[config.mk]
export PLATFORM = sky130hd
export DESIGN_NAME = scaled_agu
export DESIGN_NICKNAME = d
export VERILOG_FILES = /design/src/rtl/agu_pkg.sv /design/src/rtl/agu_ctrl.sv /design/src/rtl/agu_dpath.sv /design/src/rtl/scaled_agu.sv
export SDC_FILE = /design/constraint.sdc
export NUM_CORES = 1
export LEC_CHECK = 0
export ABC_AREA = 0
export BUFFER_PORTS_ARGS = -buffer_cell sky130_fd_sc_hd__buf_4
export CORE_ASPECT_RATIO = 1.5
export CORE_MARGIN = 5
export CORE_UTILIZATION = 40
export DETAILED_ROUTE_END_ITERATION = 8
export PLACE_DENSITY = 0.61
export SYNTH_ARGS = -nofsm -noshare
export SYNTH_HDL_FRONTEND = slang
export SYNTH_SLANG_ARGS = --single-unit
[constraint.sdc]
create_clock -name clk -period 7.5 [get_ports clk]
set_input_delay 0.75 -clock clk [delete_from_list [all_inputs] [get_ports clk]]
set_output_delay 0.75 -clock clk [all_outputs]
set_load 0.02 [all_outputs]
[src/rtl/agu_pkg.sv]
package agu_pkg;

  typedef enum logic [1:0] {
    MODE_BASE_DISP   = 2'b00,
    MODE_BASE_INDEX  = 2'b01,
    MODE_SCALED      = 2'b10,
    MODE_SCALED_DISP = 2'b11
  } aguMode_e;

  // strobes from control to datapath
  typedef struct packed {
    logic fire;
    logic isLea;
    logic useIndex;
    logic useScale;
    logic useDisp;
  } aguStrobes_t;

endpackage

[src/rtl/agu_ctrl.sv]
module agu_ctrl
  import agu_pkg::*;
(
  input  logic        reqValid,
  input  logic        leaReq,
  input  logic [1:0]  modeSel,
  output aguStrobes_t strobes
);

  aguMode_e modeDec;

  always_comb begin
    modeDec          = aguMode_e'(modeSel);
    strobes          = '0;
    strobes.fire     = reqValid;
    strobes.isLea    = reqValid & leaReq;
    unique case (modeDec)
      MODE_BASE_DISP: begin
        strobes.useDisp  = 1'b1;
      end
      MODE_BASE_INDEX: begin
        strobes.useIndex = 1'b1;
      end
      MODE_SCALED: begin
        strobes.useIndex = 1'b1;
        strobes.useScale = 1'b1;
      end
      MODE_SCALED_DISP: begin
        strobes.useIndex = 1'b1;
        strobes.useScale = 1'b1;
        strobes.useDisp  = 1'b1;
      end
      default: strobes = '0;
    endcase
  end

endmodule

[src/rtl/agu_dpath.sv]
module agu_dpath
  import agu_pkg::*;
#(
  parameter int ADDR_W     = 32,
  parameter int SHORT_W    = 8,
  parameter int SCALE_W    = 2,
  parameter bit REGISTERED = 1'b1
) (
  input  logic              clk,
  input  logic              rstN,
  input  aguStrobes_t       strobes,
  input  logic [SCALE_W-1:0] scaleSel,
  input  logic              dispWide,
  input  logic [ADDR_W-1:0] baseVal,
  input  logic [ADDR_W-1:0] indexVal,
  input  logic [ADDR_W-1:0] dispVal,
  output logic [ADDR_W-1:0] effAddr,
  output logic              memRead,
  output logic              leaWrite
);

  localparam int EXT_W = ADDR_W - SHORT_W;

  logic [ADDR_W-1:0]  dispExt;
  logic [ADDR_W-1:0]  dispTerm;
  logic [ADDR_W-1:0]  indexTerm;
  logic [SCALE_W-1:0] shiftAmt;
  logic [ADDR_W-1:0]  sumNext;
  logic [ADDR_W-1:0]  addrNext;
  logic               readNext;
  logic               leaNext;

  // displacement width select with sign extension of the short form
  always_comb begin
    if (dispWide) dispExt = dispVal;
    else          dispExt = {{EXT_W{dispVal[SHORT_W-1]}}, dispVal[SHORT_W-1:0]};
    dispTerm = strobes.useDisp ? dispExt : '0;
  end

  // index scaling as a left shift
  always_comb begin
    shiftAmt  = strobes.useScale ? scaleSel : '0;
    indexTerm = strobes.useIndex ? (indexVal << shiftAmt) : '0;
  end

  // three-input add, wraps modulo 2^ADDR_W
  always_comb begin
    sumNext  = baseVal + indexTerm + dispTerm;
    addrNext = strobes.fire ? sumNext : '0;
    readNext = strobes.fire & ~strobes.isLea;
    leaNext  = strobes.isLea;
  end

  generate
    if (REGISTERED) begin : g_reg
      always_ff @(posedge clk) begin
        if (!rstN) begin
          effAddr  <= '0;
          memRead  <= 1'b0;
          leaWrite <= 1'b0;
        end else begin
          effAddr  <= addrNext;
          memRead  <= readNext;
          leaWrite <= leaNext;
        end
      end
    end else begin : g_comb
      always_comb begin
        effAddr  = rstN ? addrNext : '0;
        memRead  = rstN & readNext;
        leaWrite = rstN & leaNext;
      end
    end
  endgenerate

endmodule

[src/rtl/scaled_agu.sv]
module scaled_agu
  import agu_pkg::*;
#(
  parameter int ADDR_W     = 32,
  parameter int SHORT_W    = 8,
  parameter int SCALE_W    = 2,
  parameter bit REGISTERED = 1'b1
) (
  input  logic              clk,
  input  logic              rstN,
  input  logic              reqValid,
  input  logic              leaReq,
  input  logic [1:0]        modeSel,
  input  logic [SCALE_W-1:0] scaleSel,
  input  logic              dispWide,
  input  logic [ADDR_W-1:0] baseVal,
  input  logic [ADDR_W-1:0] indexVal,
  input  logic [ADDR_W-1:0] dispVal,
  output logic [ADDR_W-1:0] effAddr,
  output logic              memRead,
  output logic              leaWrite
);

  aguStrobes_t strobes;

  agu_ctrl u_ctrl (
    .reqValid (reqValid),
    .leaReq   (leaReq),
    .modeSel  (modeSel),
    .strobes  (strobes)
  );

  agu_dpath #(
    .ADDR_W     (ADDR_W),
    .SHORT_W    (SHORT_W),
    .SCALE_W    (SCALE_W),
    .REGISTERED (REGISTERED)
  ) u_dpath (
    .clk      (clk),
    .rstN     (rstN),
    .strobes  (strobes),
    .scaleSel (scaleSel),
    .dispWide (dispWide),
    .baseVal  (baseVal),
    .indexVal (indexVal),
    .dispVal  (dispVal),
    .effAddr  (effAddr),
    .memRead  (memRead),
    .leaWrite (leaWrite)
  );

endmodule

==> impl_metrics.json <==
{
  "status": "finished, final reports clean",
  "arrival_ps": 4950,
  "synthAdderAreaFrac_pct": 24.3,
  "n_fill_cell": 1094,
  "dp_cells": 781,
  "rows": 46,
  "netlist_top_cells_area": "dfxtp_1 16%, fa_1 15%, ha_1 9.5%",
  "grtUsageTotal_pct": 24.3,
  "wl_per_cell_um": 19.2,
  "mostFrequentLayoutCells": "142 x buf_4, 51 x a21oi_1, 49 x nand2_1",
  "final_cell_count_no_fill": 789,
  "cts.clk_slew.worst_paths_ps": 60,
  "synthFlopType": "dfxtp_1",
  "endpoint_kind": "flop",
  "yosys.area_share.simple_pct": 18.5,
  "cts_buffer_depth": 2,
  "final_common_cell": "buf_4",
  "synth-edff-count": 0,
  "post_synth_instance_area_um2": 4330,
  "first_pass_iters": 5,
  "synth_top_family_by_area": "compound AO/OA/AOI/OAI gates",
  "layout_min_cycle_time_ps": 4780,
  "critPathMaxStageDelay_ps": 510,
  "async_flop_share_pct": 0,
  "synth_seq_area_share_pct": 15.7,
  "grt_first_pass_wirelength_um": 24200,
  "peakVddDrop_mv": 0.102,
  "critPathLaunchType": "input pin",
  "grt_max_degree": 33,
  "drc": 0,
  "critPathMaxFanout": 19,
  "hpwlAfterDp_um": 12600,
  "syn_inst": 523,
  "cp_data_required_time_ps": 7670,
  "syn_nets": 693,
  "tns_ps": 0,
  "cts.sinks": 34,
  "fp.dieH_um": 137,
  "ys_warn_count": 0,
  "fp.dieW_um": 94.9,
  "htreeDepth": 2,
  "ctsHoldBuffers": 0,
  "cts_buffers": 5,
  "synth_top_area_cell": "dfxtp_1",
  "via_per_inst": 5.57,
  "postCtsResizedCells": 0,
  "worst_pin_slew_ps": 1100,
  "yosys.cell_types.count": 56,
  "power.density_nw_per_um2": 227,
  "vias": 4398,
  "rsz0062_at_grt": "no",
  "pin_count": 139,
  "synth_top_cell_area_share_pct": 15.7,
  "drive_gt1_share_pct": 26.8,
  "wl_um": 15200,
  "ant_nets": 0,
  "worst-path-buf-inv": 2,
  "synthMuxAreaShare_pct": 7.86,
  "hp-class": "in2reg",
  "period_share_pct": 63.8,
  "crit_top_cell": "a21oi_1",
  "finalMaxSlewViolations": 0,
  "syn2layout_area_growth_pct": 30.1,
  "synth_xor_area_share_pct": 4.05,
  "finalPower_mw": 1.28,
  "gp_congestion": 0.958,
  "drt_iter0_markers": 193,
  "antenna_found_initial": 0,
  "n_antenna_cell": 0,
  "syn_avg_cell_area_um2": 8.28,
  "initial_core_util_pct": 40.9,
  "synth-compound-area-share_pct": 25.3,
  "path_cells": "buf_4 -> ha_1 -> o21ai_4 -> buf_4 -> mux2i_1 -> o22ai_1 -> fa_1 -> ha_1 -> a21oi_1 -> o21ai_0 -> a21oi_1 -> and2b_2 -> or4_4 -> a21oi_1 -> nor3b_2",
  "grt_overflow": 0,
  "drv_cap": 0,
  "grt_pass1_vias": 4736,
  "post_cts_buffers": 0,
  "p_leak_nw": 2.84,
  "cts_tree": "yes",
  "hold_viol": 0,
  "portBuffers": 138,
  "cpMaxStageDelayCell": "fa_1",
  "max_freq_ghz": 0.209,
  "synth-seq-cells": 34,
  "cp_top_family": "compound AO/OA/AOI/OAI gates",
  "core-area_um2": 10600,
  "dieArea_um2": 13000,
  "crit_type": "in2reg",
  "relSlewSlack_pct": 26.7,
  "fin_nets": 814,
  "root_buffer": "clkbuf_16",
  "hold_ws_ps": 621,
  "multi_input_comb_area_um2": 3480,
  "seqCellArea_um2": 681,
  "setup_viol": 0
}
[logic make-up (layout without fill, tap and decap cells)]
kind of cell | Yosys count | in the layout
adders and majority gates | 65 | 65
DFF | 34 | 34
xor gates and xnor gates | 20 | 20
and+or+nand+nor | 157 | 157
buffers and inverters | 48 | 170
muxes | 34 | 34
AOI/OAI and AO/OA | 165 | 165
[sequential cells by signal, summed over array words and instances, names as in the netlist]
| name | count |
|---|---|
| u_dpath.effAddr | 32 |
| u_dpath.memRead | 1 |
| u_dpath.leaWrite | 1 |
[metal layers]
layer | vias to the layer above | share of wire [%] | track usage, %
met5 | - | 0 | 0
met4 | 0 | 5.1 | 12.4
met3 | 45 | 4.5 | 3.22
met2 | 157 | 53 | 44.9
met1 | 2057 | 37 | 26.5
li1 | 2139 | - | -
[cell usage after synthesis, drive strengths merged (4+ instances only)]
| cell type | instances |
|---|---|
| nand4 | 8 |
| o21ai | 20 |
| inv | 20 |
| fa | 32 |
| nor2 | 28 |
| o22ai | 29 |
| nor2b | 6 |
| nor3b | 4 |
| a21oi | 55 |
| nand3 | 12 |
| xnor2 | 11 |
| a31oi | 4 |
| dfxtp | 34 |
| ha | 33 |
| and2 | 7 |
| nor3 | 8 |
| clkbuf | 26 |
| or2 | 5 |
| a21o | 26 |
| nand2b | 11 |
| xor2 | 9 |
| and3 | 13 |
| mux2i | 34 |
| nand2 | 49 |
[area by class of cell]
type / instances / area share, %
Inverter: 20 / 1.33
Clock buffer: 6 / 2.47
Multi-Input combinational cell: 441 / 61.8
Tap cell: 144 / 3.20
Timing Repair Buffer: 142 / 18.9
Sequential cell: 34 / 12.1
Clock inverter: 2 / 0.222
[final timing paths]
| path | from | to | slack (ps) | cells after the start |
|---|---|---|---|---|
| worst min-delay path | leaReq | u_dpath.memRead | 620 | 2 |
| worst max-delay path | modeSel[0] | u_dpath.effAddr[23] | 2720 | 15 |
[where the power goes]
| group | switching, mW | internal, mW |
|---|---|---|
| Clock | 0.0871 | 0.132 |
| Combinational | 0.482 | 0.350 |
| Sequential | 0.0102 | 0.216 |
[stage by stage]
stage               instance area (µm²)  setup slack (ps)  util, %
floorplan                          4330              2930        -
global placement                   5480              2480     51.7
detailed placement                 5480              2480     51.7
CTS                                5630              2760     53.2
global route                       5630              2480     53.2
finish                             5630              2720     53.2
Note: power is estimated with default switching activity, not from simulation.
